<file path="config.mk">
export PLATFORM = sky130hd
export DESIGN_NAME = rf_core
export DESIGN_NICKNAME = d
export VERILOG_FILES = /design/src/rtl/regfile_pkg.sv /design/src/rtl/rf_wreg_array.sv /design/src/rtl/rf_status.sv /design/src/rtl/rf_shadow.sv /design/src/rtl/rf_core.sv
export SDC_FILE = /design/constraint.sdc
export NUM_CORES = 1
export LEC_CHECK = 0
export BUFFER_PORTS_ARGS = -buffer_cell sky130_fd_sc_hd__buf_2
export CAP_MARGIN = 20
export CORE_MARGIN = 4
export CORE_UTILIZATION = 50
export CTS_CLUSTER_DIAMETER = 200
export DETAILED_ROUTE_END_ITERATION = 7
export GPL_ROUTABILITY_DRIVEN = 1
export GPL_TIMING_DRIVEN = 0
export PLACE_DENSITY = 0.65
export SLEW_MARGIN = 20
export SYNTH_ARGS = -nofsm -noshare
export SYNTH_HDL_FRONTEND = slang
export SYNTH_HIERARCHICAL = 1
export SYNTH_SLANG_ARGS = --single-unit
</file>
<file path="constraint.sdc">
create_clock -name clk -period 1.5 [get_ports clk]
set_clock_uncertainty 0.1 [all_clocks]
set_input_delay 0.075 -clock clk [delete_from_list [all_inputs] [get_ports clk]]
set_output_delay 0.075 -clock clk [all_outputs]
set_load 0.02 [all_outputs]
</file>
<file path="src/rtl/regfile_pkg.sv">
package regfile_pkg;

    localparam int unsigned NREG     = 16;
    localparam int unsigned DW       = 16;
    localparam int unsigned AW       = $clog2(NREG);
    localparam int unsigned NSHADOW  = 4;
    localparam int unsigned SP_INDEX = NREG - 1;
    localparam logic [DW-1:0] SP_RESET = 16'h0800;

    // status bit positions
    localparam int unsigned ST_CARRY  = 0;
    localparam int unsigned ST_ZERO   = 1;
    localparam int unsigned ST_OVFL   = 2;
    localparam int unsigned ST_NEG    = 3;
    localparam int unsigned ST_RPT    = 4;
    localparam int unsigned ST_PRI_LO = 5;
    localparam int unsigned ST_DCARRY = 8;
    localparam int unsigned ST_LOOP   = 9;

    localparam logic [DW-1:0] SHADOW_FLAG_MASK =
        (DW'(1) << ST_CARRY) | (DW'(1) << ST_ZERO) | (DW'(1) << ST_OVFL) |
        (DW'(1) << ST_NEG)   | (DW'(1) << ST_DCARRY);

    typedef enum logic {
        WSIZE_WORD = 1'b0,
        WSIZE_BYTE = 1'b1
    } wsize_e;

    typedef struct packed {
        logic          en;
        logic [AW-1:0] addr;
        wsize_e        size;
        logic [DW-1:0] data;
    } wreq_t;

    function automatic logic [DW-1:0] merge_write(
        input logic [DW-1:0] old_v,
        input logic [DW-1:0] new_v,
        input wsize_e        size
    );
        if (size == WSIZE_BYTE)
            return {old_v[DW-1:8], new_v[7:0]};
        return new_v;
    endfunction

endpackage

</file>
<file path="src/rtl/rf_wreg_array.sv">
module rf_wreg_array
    import regfile_pkg::*;
(
    input  logic                  clk,
    input  logic                  rst,
    input  wreq_t                 wreq,
    input  logic                  restore,
    input  logic [NSHADOW*DW-1:0] restore_flat,
    output logic [NREG*DW-1:0]    w_flat
);

    for (genvar i = 0; i < NREG; i++) begin : g_reg
        localparam logic [DW-1:0] RST_VAL = (i == SP_INDEX) ? SP_RESET : '0;
        logic [DW-1:0] q;
        logic [DW-1:0] d;
        logic          hit;

        assign hit = wreq.en && (wreq.addr == AW'(i));

        if (i < NSHADOW) begin : g_shadowed
            always_comb begin
                if (restore)
                    d = restore_flat[i*DW +: DW];
                else if (hit)
                    d = merge_write(q, wreq.data, wreq.size);
                else
                    d = q;
            end
        end else begin : g_plain
            always_comb begin
                d = hit ? merge_write(q, wreq.data, wreq.size) : q;
            end
        end

        always_ff @(posedge clk) begin
            if (rst) q <= RST_VAL;
            else     q <= d;
        end

        assign w_flat[i*DW +: DW] = q;
    end

endmodule

</file>
<file path="src/rtl/rf_status.sv">
module rf_status
    import regfile_pkg::*;
(
    input  logic          clk,
    input  logic          rst,
    input  logic          wr_en,
    input  logic [DW-1:0] wr_data,
    input  logic          restore,
    input  logic [DW-1:0] restore_flags,
    output logic [DW-1:0] st_q
);

    logic [DW-1:0] base;
    logic [DW-1:0] st_d;

    always_comb begin
        base = wr_en ? wr_data : st_q;
        if (restore)
            st_d = (base & ~SHADOW_FLAG_MASK) | (restore_flags & SHADOW_FLAG_MASK);
        else
            st_d = base;
    end

    always_ff @(posedge clk) begin
        if (rst) st_q <= '0;
        else     st_q <= st_d;
    end

endmodule

</file>
<file path="src/rtl/rf_shadow.sv">
module rf_shadow
    import regfile_pkg::*;
(
    input  logic                  clk,
    input  logic                  rst,
    input  logic                  save,
    input  logic [NSHADOW*DW-1:0] live_w,
    input  logic [DW-1:0]         live_st,
    output logic [NSHADOW*DW-1:0] sh_w,
    output logic [DW-1:0]         sh_st
);

    always_ff @(posedge clk) begin
        if (rst) begin
            sh_w  <= '0;
            sh_st <= '0;
        end else if (save) begin
            sh_w  <= live_w;
            sh_st <= live_st & SHADOW_FLAG_MASK;
        end
    end

endmodule

</file>
<file path="src/rtl/rf_core.sv">
module rf_core
    import regfile_pkg::*;
(
    input  logic          clk,
    input  logic          rst,
    input  logic [3:0]    rd_addr_a,
    output logic [15:0]   rd_data_a,
    input  logic [3:0]    rd_addr_b,
    output logic [15:0]   rd_data_b,
    input  logic          wr_en,
    input  logic [3:0]    wr_addr,
    input  logic          wr_byte,
    input  logic [15:0]   wr_data,
    input  logic          st_wr_en,
    input  logic [15:0]   st_wr_data,
    output logic [15:0]   st_data,
    input  logic          shadow_save,
    input  logic          shadow_restore
);

    wreq_t                 wreq;
    logic [NREG*DW-1:0]    w_flat;
    logic [NSHADOW*DW-1:0] sh_w;
    logic [DW-1:0]         sh_st;
    logic [DW-1:0]         st_q;

    always_comb begin
        wreq.en   = wr_en;
        wreq.addr = wr_addr;
        wreq.size = wr_byte ? WSIZE_BYTE : WSIZE_WORD;
        wreq.data = wr_data;
    end

    rf_wreg_array u_array (
        .clk          (clk),
        .rst          (rst),
        .wreq         (wreq),
        .restore      (shadow_restore),
        .restore_flat (sh_w),
        .w_flat       (w_flat)
    );

    rf_status u_status (
        .clk           (clk),
        .rst           (rst),
        .wr_en         (st_wr_en),
        .wr_data       (st_wr_data),
        .restore       (shadow_restore),
        .restore_flags (sh_st),
        .st_q          (st_q)
    );

    rf_shadow u_shadow (
        .clk     (clk),
        .rst     (rst),
        .save    (shadow_save),
        .live_w  (w_flat[NSHADOW*DW-1:0]),
        .live_st (st_q),
        .sh_w    (sh_w),
        .sh_st   (sh_st)
    );

    assign rd_data_a = w_flat[rd_addr_a*DW +: DW];
    assign rd_data_b = w_flat[rd_addr_b*DW +: DW];
    assign st_data   = st_q;

endmodule

</file>
==> out/metrics.yaml, run 1 <==
n_antenna_cell: 0
grt_start_max_net_pins: 13
vias: 17685
grt_usage_pct: 37.89
p_comb_share_pct: 13.4
power_frac_clock_pct: 44.0
min_period_over_period_pct: 158.0
swShare_pct: 27.73
maxCapViolCount: 0
rsz0062_at_grt: "true"
instances_no_fill: 2524
initial_utilization_pct: 50.62
numCtsBuffers: 40
seqPwrFrac_pct: 42.6
dr.pass1.iters: 8
overflow: 0
gp_congestion: 1.068
fmax_mhz: 422.1
critPathArrivalTime_ns: 2.19
cp-end-kind: "primary output"
hp-class: "in2reg"
violations: "design-rule violations, negative setup slack"
drive_above_1_share_pct: 24.41
ioPinCount: 99
syn_area_per_cell_um2: 9.408
worstPathRequired_ns: 1.32
dieArea_mm2: 0.03794
final-hold-violation-count: 0
ant_nets: 0
p_per_area_mw_per_mm2: 1073
nets: 2090
netlist_instances: 1854
wl_per_cell_um: 29.63
die_w_um: 194.8
syn_to_final_growth_pct: 19.60
setup_tns_ns: -21.23
vdd_drop_max_uv: 751.6
fin_ws_ns: -0.8693
grt_pass1_wl_um: 109100
critPathLaunchType: "flip-flop"
crit_type: "reg2out"
clock_latency_ns: 0.55
dp.cells: 2382
root_buffer: "clkbuf_16"
cts_buffer_depth: 3
core_mm2: 0.03446
via_per_inst: 7.007
cellLeakagePower_nw: 7.283
cts.sinks: 341
routed_wl_um: 74790
remaining_drc_errors: 2
syn_nets: 1905
finalSetupViolations: 32
htreeDepth: 2
fp-row-count: 68
nFillCells: 2967
cts.clk_slew.worst_paths_ns: 0.07
tightest_slew_ns: 1.016
grt_pass1_vias: 16432
cts_tree: "built"
yosysWarnings: 6
p_int_mw: 16.18
die_h_um: 194.8
power.switching_mw: 6.207
critPathMaxFanout: 2
drtIter0Drc: 2747
synth_area_mm2: 0.01744
period_needed_ns: 2.369
slew_headroom_pct: 32.30
antenna_found_initial: 0
slew_viol_final: 0
port_buffers: 73
outcome: "complete, but fails checks"
hpwl_um: 51610
[flip-flops by register name (all words and copies together) (netlist names), named ones only]
signal,count
u_status/st_q,5
u_array/g.q,256
u_shadow/sh_st,5
u_shadow/sh_w,64
[cell usage in the layout, fill, tap and decap left out, types with 6 or more instances in the layout]
cell and count:
buf_6 33, nor2_1 81, o21ai_1 59, a21oi_1 191, dfxtp_1 270, nor2b_1 11, mux4_2 120, a22oi_2 44
clkbuf_1 142, dfxtp_4 7, clkbuf_16 41, a31oi_1 64, a22oi_1 20, dlygate4sd3_1 58, inv_1 65, mux2i_1 85
buf_4 25, clkbuf_2 10, dfxtp_2 64, nand2_1 13, a221oi_1 64, nand2_2 20, buf_1 26, nand3_1 193
clkbuf_8 6, o21ai_0 197, buf_2 107
[metal layers]
metal	global-route usage (%)	wire length, um	vias to the layer above	share of wire (%)
li1	-	-	7312	-
met1	50.63	27100	8591	36
met2	55.20	31730	1497	42
met3	9.932	10380	285	14
met4	23.09	5584	0	7.5
met5	0	0	-	0
[layout make-up]
cell class	count	area [um^2]	share of cell area [%]
Tap cell	455	569.3	2.729
Timing Repair Buffer	143	1186	5.686
Clock buffer	62	1165	5.584
Buffer	249	1186	5.686
Inverter	65	244.0	1.170
Clock inverter	10	132.6	0.6358
Sequential cell	341	6933	33.23
Multi-Input combinational cell	1199	9445	45.28
[power groups by stage]
| stage | clock, mW | sequential [mW] | combinational [mW] |
|---|---|---|---|
| finish | 9.85 | 9.53 | 3.00 |
| global route | 10.2 | 9.54 | 3.08 |
| CTS | 9.85 | 9.51 | 2.84 |
| detailed placement | 0 | 9.70 | 2.57 |
| global placement | 0 | 9.69 | 2.54 |
| floorplan | 0 | 9.64 | 1.60 |
[worst max-delay path, cell delays in order, from the launching register on]
cell,delay [ns]
dfxtp_4,0.36
mux4_4,0.63
a22oi_2,0.37
nand2_2,0.13
buf_6,0.16
[worst paths after layout]
| check | startpoint | depth (start not counted) | slack (ns) | endpoint |
|---|---|---|---|---|
| max reg2reg | u_status/st_q[3] | 3 | 0.08 | u_status/st_q[3] |
| min reg2reg | u_shadow/sh_w[49] | 2 | 0.36 | u_array/g_reg[3].q[1] |
| max | u_array/g_reg[0].q[2] | 4 | -0.87 | rd_data_a[2] |
| min | wr_addr[3] | 4 | 0.02 | u_array/g_reg[3].q[8] |
[stage by stage]
stage	hold WS (ns)	cell area [um^2]	worst slack, ns	power (mW)	utilization [%]
after detailed placement	0.2210	18380	-0.9043	12.27	53.34
after CTS	0.005679	20730	-0.8252	22.20	60.16
after global placement	0.2117	18380	-0.8820	12.23	53.33
after global routing	0.04446	20860	-0.8284	22.85	60.54
final	0.01751	20860	-0.8693	22.38	60.54
after floorplan	0.1222	17440	0.06525	11.24	-
[timing repair]
item | 4_1_cts | 5_1_grt
endpoints found under the hold margin | 54 | 1
cloned | 0 | 0
buffers inserted | 11 | 1
pin swaps | 57 | 7
hold buffers | 56 | 2
gates resized for setup | 182 | 47
endpoints found under the setup margin | 32 | 51
Power figures use the tool's default switching activity.
==> run 2, diff against run 1 <==
==> constraint.sdc (replaced) <==
create_clock -name clk -period 1.5 [get_ports clk]
set_clock_uncertainty 0.1 [all_clocks]
set_input_delay 0.075 -clock clk [delete_from_list [all_inputs] [get_ports clk]]
set_output_delay 0.075 -clock clk [all_outputs]
set_load 0.05 [all_outputs]
==> run 2 against run 1 <==
The run ends with negative setup slack left; sequential cell count unchanged; critical path depth unchanged; critical endpoint unchanged; first-iteration DRC count increased by 7.1%; clock power decreased by 3.4%; combinational power increased by 4%; sequential share of layout area decreased by 0.12 points; wire length decreased by 1.4%; global-route usage decreased by 0.64 points.
==> out/metrics.yaml, run 2 (synthesis results as in run 1) <==
ioPinCount: 99  # unchanged
grt_pass1_wl_um: 107700  # was 109,100 um
final_common_cell: "dfxtp_1"  # unchanged
cts.clk_slew.worst_paths_ns: 0.06  # was 0.07 ns
reg2reg_slack_ns: 0.07  # was 0.08 ns
critPathArrivalTime_ns: 2.23  # was 2.19 ns
dr.pass1.iters: 6  # was 8
vias: 17602  # was 17,685
period_needed_ns: 2.406  # was 2.369 ns
min_from: "wr_data[8]"  # was wr_addr[3]
grt_usage_pct: 37.26  # was 37.89%
core_mm2: 0.03446  # unchanged
dp.cells: 2382  # unchanged
die_h_um: 194.8  # unchanged
clock_latency_ns: 0.55  # about the same
instances_no_fill: 2512  # was 2,524
grt_start_max_net_pins: 13  # unchanged
hold-path-cell-count: 3  # was 4
r2r_end: "u_status/st_q[8]"  # was u_status/st_q[3]
remaining_drc_errors: 0  # was 2
hp-class: "in2reg"  # unchanged
grt_pass1_vias: 16639  # was 16,432
r2r_cells: 3  # unchanged
endpoint: "rd_data_a[2]"  # unchanged
hpwl_um: 51490  # was 51,610 um
placed_area_mm2: 0.01847  # was 0.01838 mm^2
crit_type: "reg2out"  # unchanged
nets: 2078  # was 2,090
fp-row-count: 68  # unchanged
largest_register: "u_array/g.q"  # unchanged
cts_tree: "built"  # unchanged
drtIter0Drc: 2941  # was 2,747
numCtsBuffers: 39  # was 40
p_per_area_mw_per_mm2: 1065  # was 1073 mW/mm^2
dp_slack_ns: -0.9789  # was -0.9043 ns
violations: "negative setup slack"  # was design-rule violations, negative setup slack
startpoint: "u_array/g_reg[0].q[2]"  # unchanged
slew_viol_final: 0  # unchanged
top_regs: "u_array/g.q (256), u_shadow/sh_w (64)"  # unchanged
final-hold-violation-count: 0  # unchanged
critPathLaunchType: "flip-flop"  # unchanged
routed_wl_um: 73770  # was 74,790 um
vdd_drop_max_uv: 824.9  # was 751.6 uV
via_per_inst: 7.007  # about the same
drive_above_1_share_pct: 23.88  # was 24.41%
final_cell_mix: "294 x dfxtp_1, 197 x o21ai_0, 193 x nand3_1"  # was 270 x dfxtp_1, 197 x o21ai_0, 193 x nand3_1
slew_headroom_pct: 29.18  # was 32.30%
maxCapViolCount: 0  # unchanged
root_buffer: "clkbuf_16"  # unchanged
rr_startpoint: "u_status/st_q[8]"  # was u_status/st_q[3]
htreeDepth: 2  # unchanged
gp_congestion: 1.032  # was 1.068
die_w_um: 194.8  # unchanged
outcome: "complete, but fails checks"  # unchanged
overflow: 0  # unchanged
fmax_mhz: 415.7  # was 422.1 MHz
fin_ws_ns: -0.9056  # was -0.8693 ns
p_total_mw: 22.18  # was 22.38 mW
cp-end-kind: "primary output"  # unchanged
worstPathRequired_ns: 1.32  # about the same
cellLeakagePower_nw: 7.251  # was 7.283 nW
cts_buffer_depth: 3  # unchanged
final_area_mm2: 0.02083  # was 0.02086 mm^2
setup_tns_ns: -21.73  # was -21.23 ns
antenna_found_initial: 1  # was 0
critPathMaxFanout: 4  # was 2
min_period_over_period_pct: 160.4  # was 158.0%
syn_to_final_growth_pct: 19.42  # was 19.60%
rsz0062_at_grt: "true"  # unchanged
port_buffers: 73  # unchanged
ant_nets: 0  # unchanged
cts.sinks: 341  # unchanged
dieArea_mm2: 0.03794  # unchanged
wl_per_cell_um: 29.37  # was 29.63 um
largest_reg_flops: 256  # unchanged
initial_utilization_pct: 50.62  # unchanged
finalSetupViolations: 42  # was 32
tightest_slew_ns: 1.062  # was 1.016 ns
run 2: metal layers:
metal  track usage [%]  vias to the layer above  part of all wire [%]
li1                  -                     7287                     -
met1             50.15                     8583                    36
met2             53.77                     1456                    42
met3             12.36                      276                    15
met4             19.01                        0                   6.5
met5                 0                        -                     0
run 2: timing repair:
item,4_1_cts,5_1_grt
pin swaps,54,7
hold endpoints to repair,68,0
setup endpoints to repair,38,89
buffers inserted,6,1
hold buffers,52,0
resized for setup,168,35
run 2: worst min path at each step:
stage / to / slack [ns]
global placement: flip-flop / 0.21
global route: u_array/g_reg[3].q[8] / 0.02
finish: u_array/g_reg[3].q[8] / 0.02
floorplan: flip-flop / 0.12
detailed placement: flip-flop / 0.22
CTS: u_array/g_reg[15].q[5] / 0.004
run 2: power breakdown:
group          internal, mW  leakage [nW]  switching [mW]  total (mW)
Combinational          1.01          3.83            2.09        3.11
Sequential             9.30          2.79           0.244        9.55
Clock                  5.52         0.630            4.01        9.52
run 2: stage by stage:
step	hold WS (ns)	util, %
after global placement	0.2115	53.59
after global routing	0.01610	60.45
after floorplan	0.1222	-
after detailed placement	0.2219	53.60
final	0.01901	60.45
after CTS	0.004353	60.20
run 2: critical path, stage by stage (launching register included):
cell and delay, ns:
dfxtp_2 0.37, mux4_4 0.63, a22oi_2 0.39, nand2_2 0.12, buf_6 0.17
run 2: final cells by class:
type                    count  area [um^2]
diodes                      1        2.502
plain buffers             249         1195
clock buffers              56         1150
clock inverters            14        112.6
fillers                  2962        13630
inverters                  65        244.0
multi-input cells        1199         9472
flip-flops and latches    341         6898
well taps                 455        569.3
repair buffers            132         1189
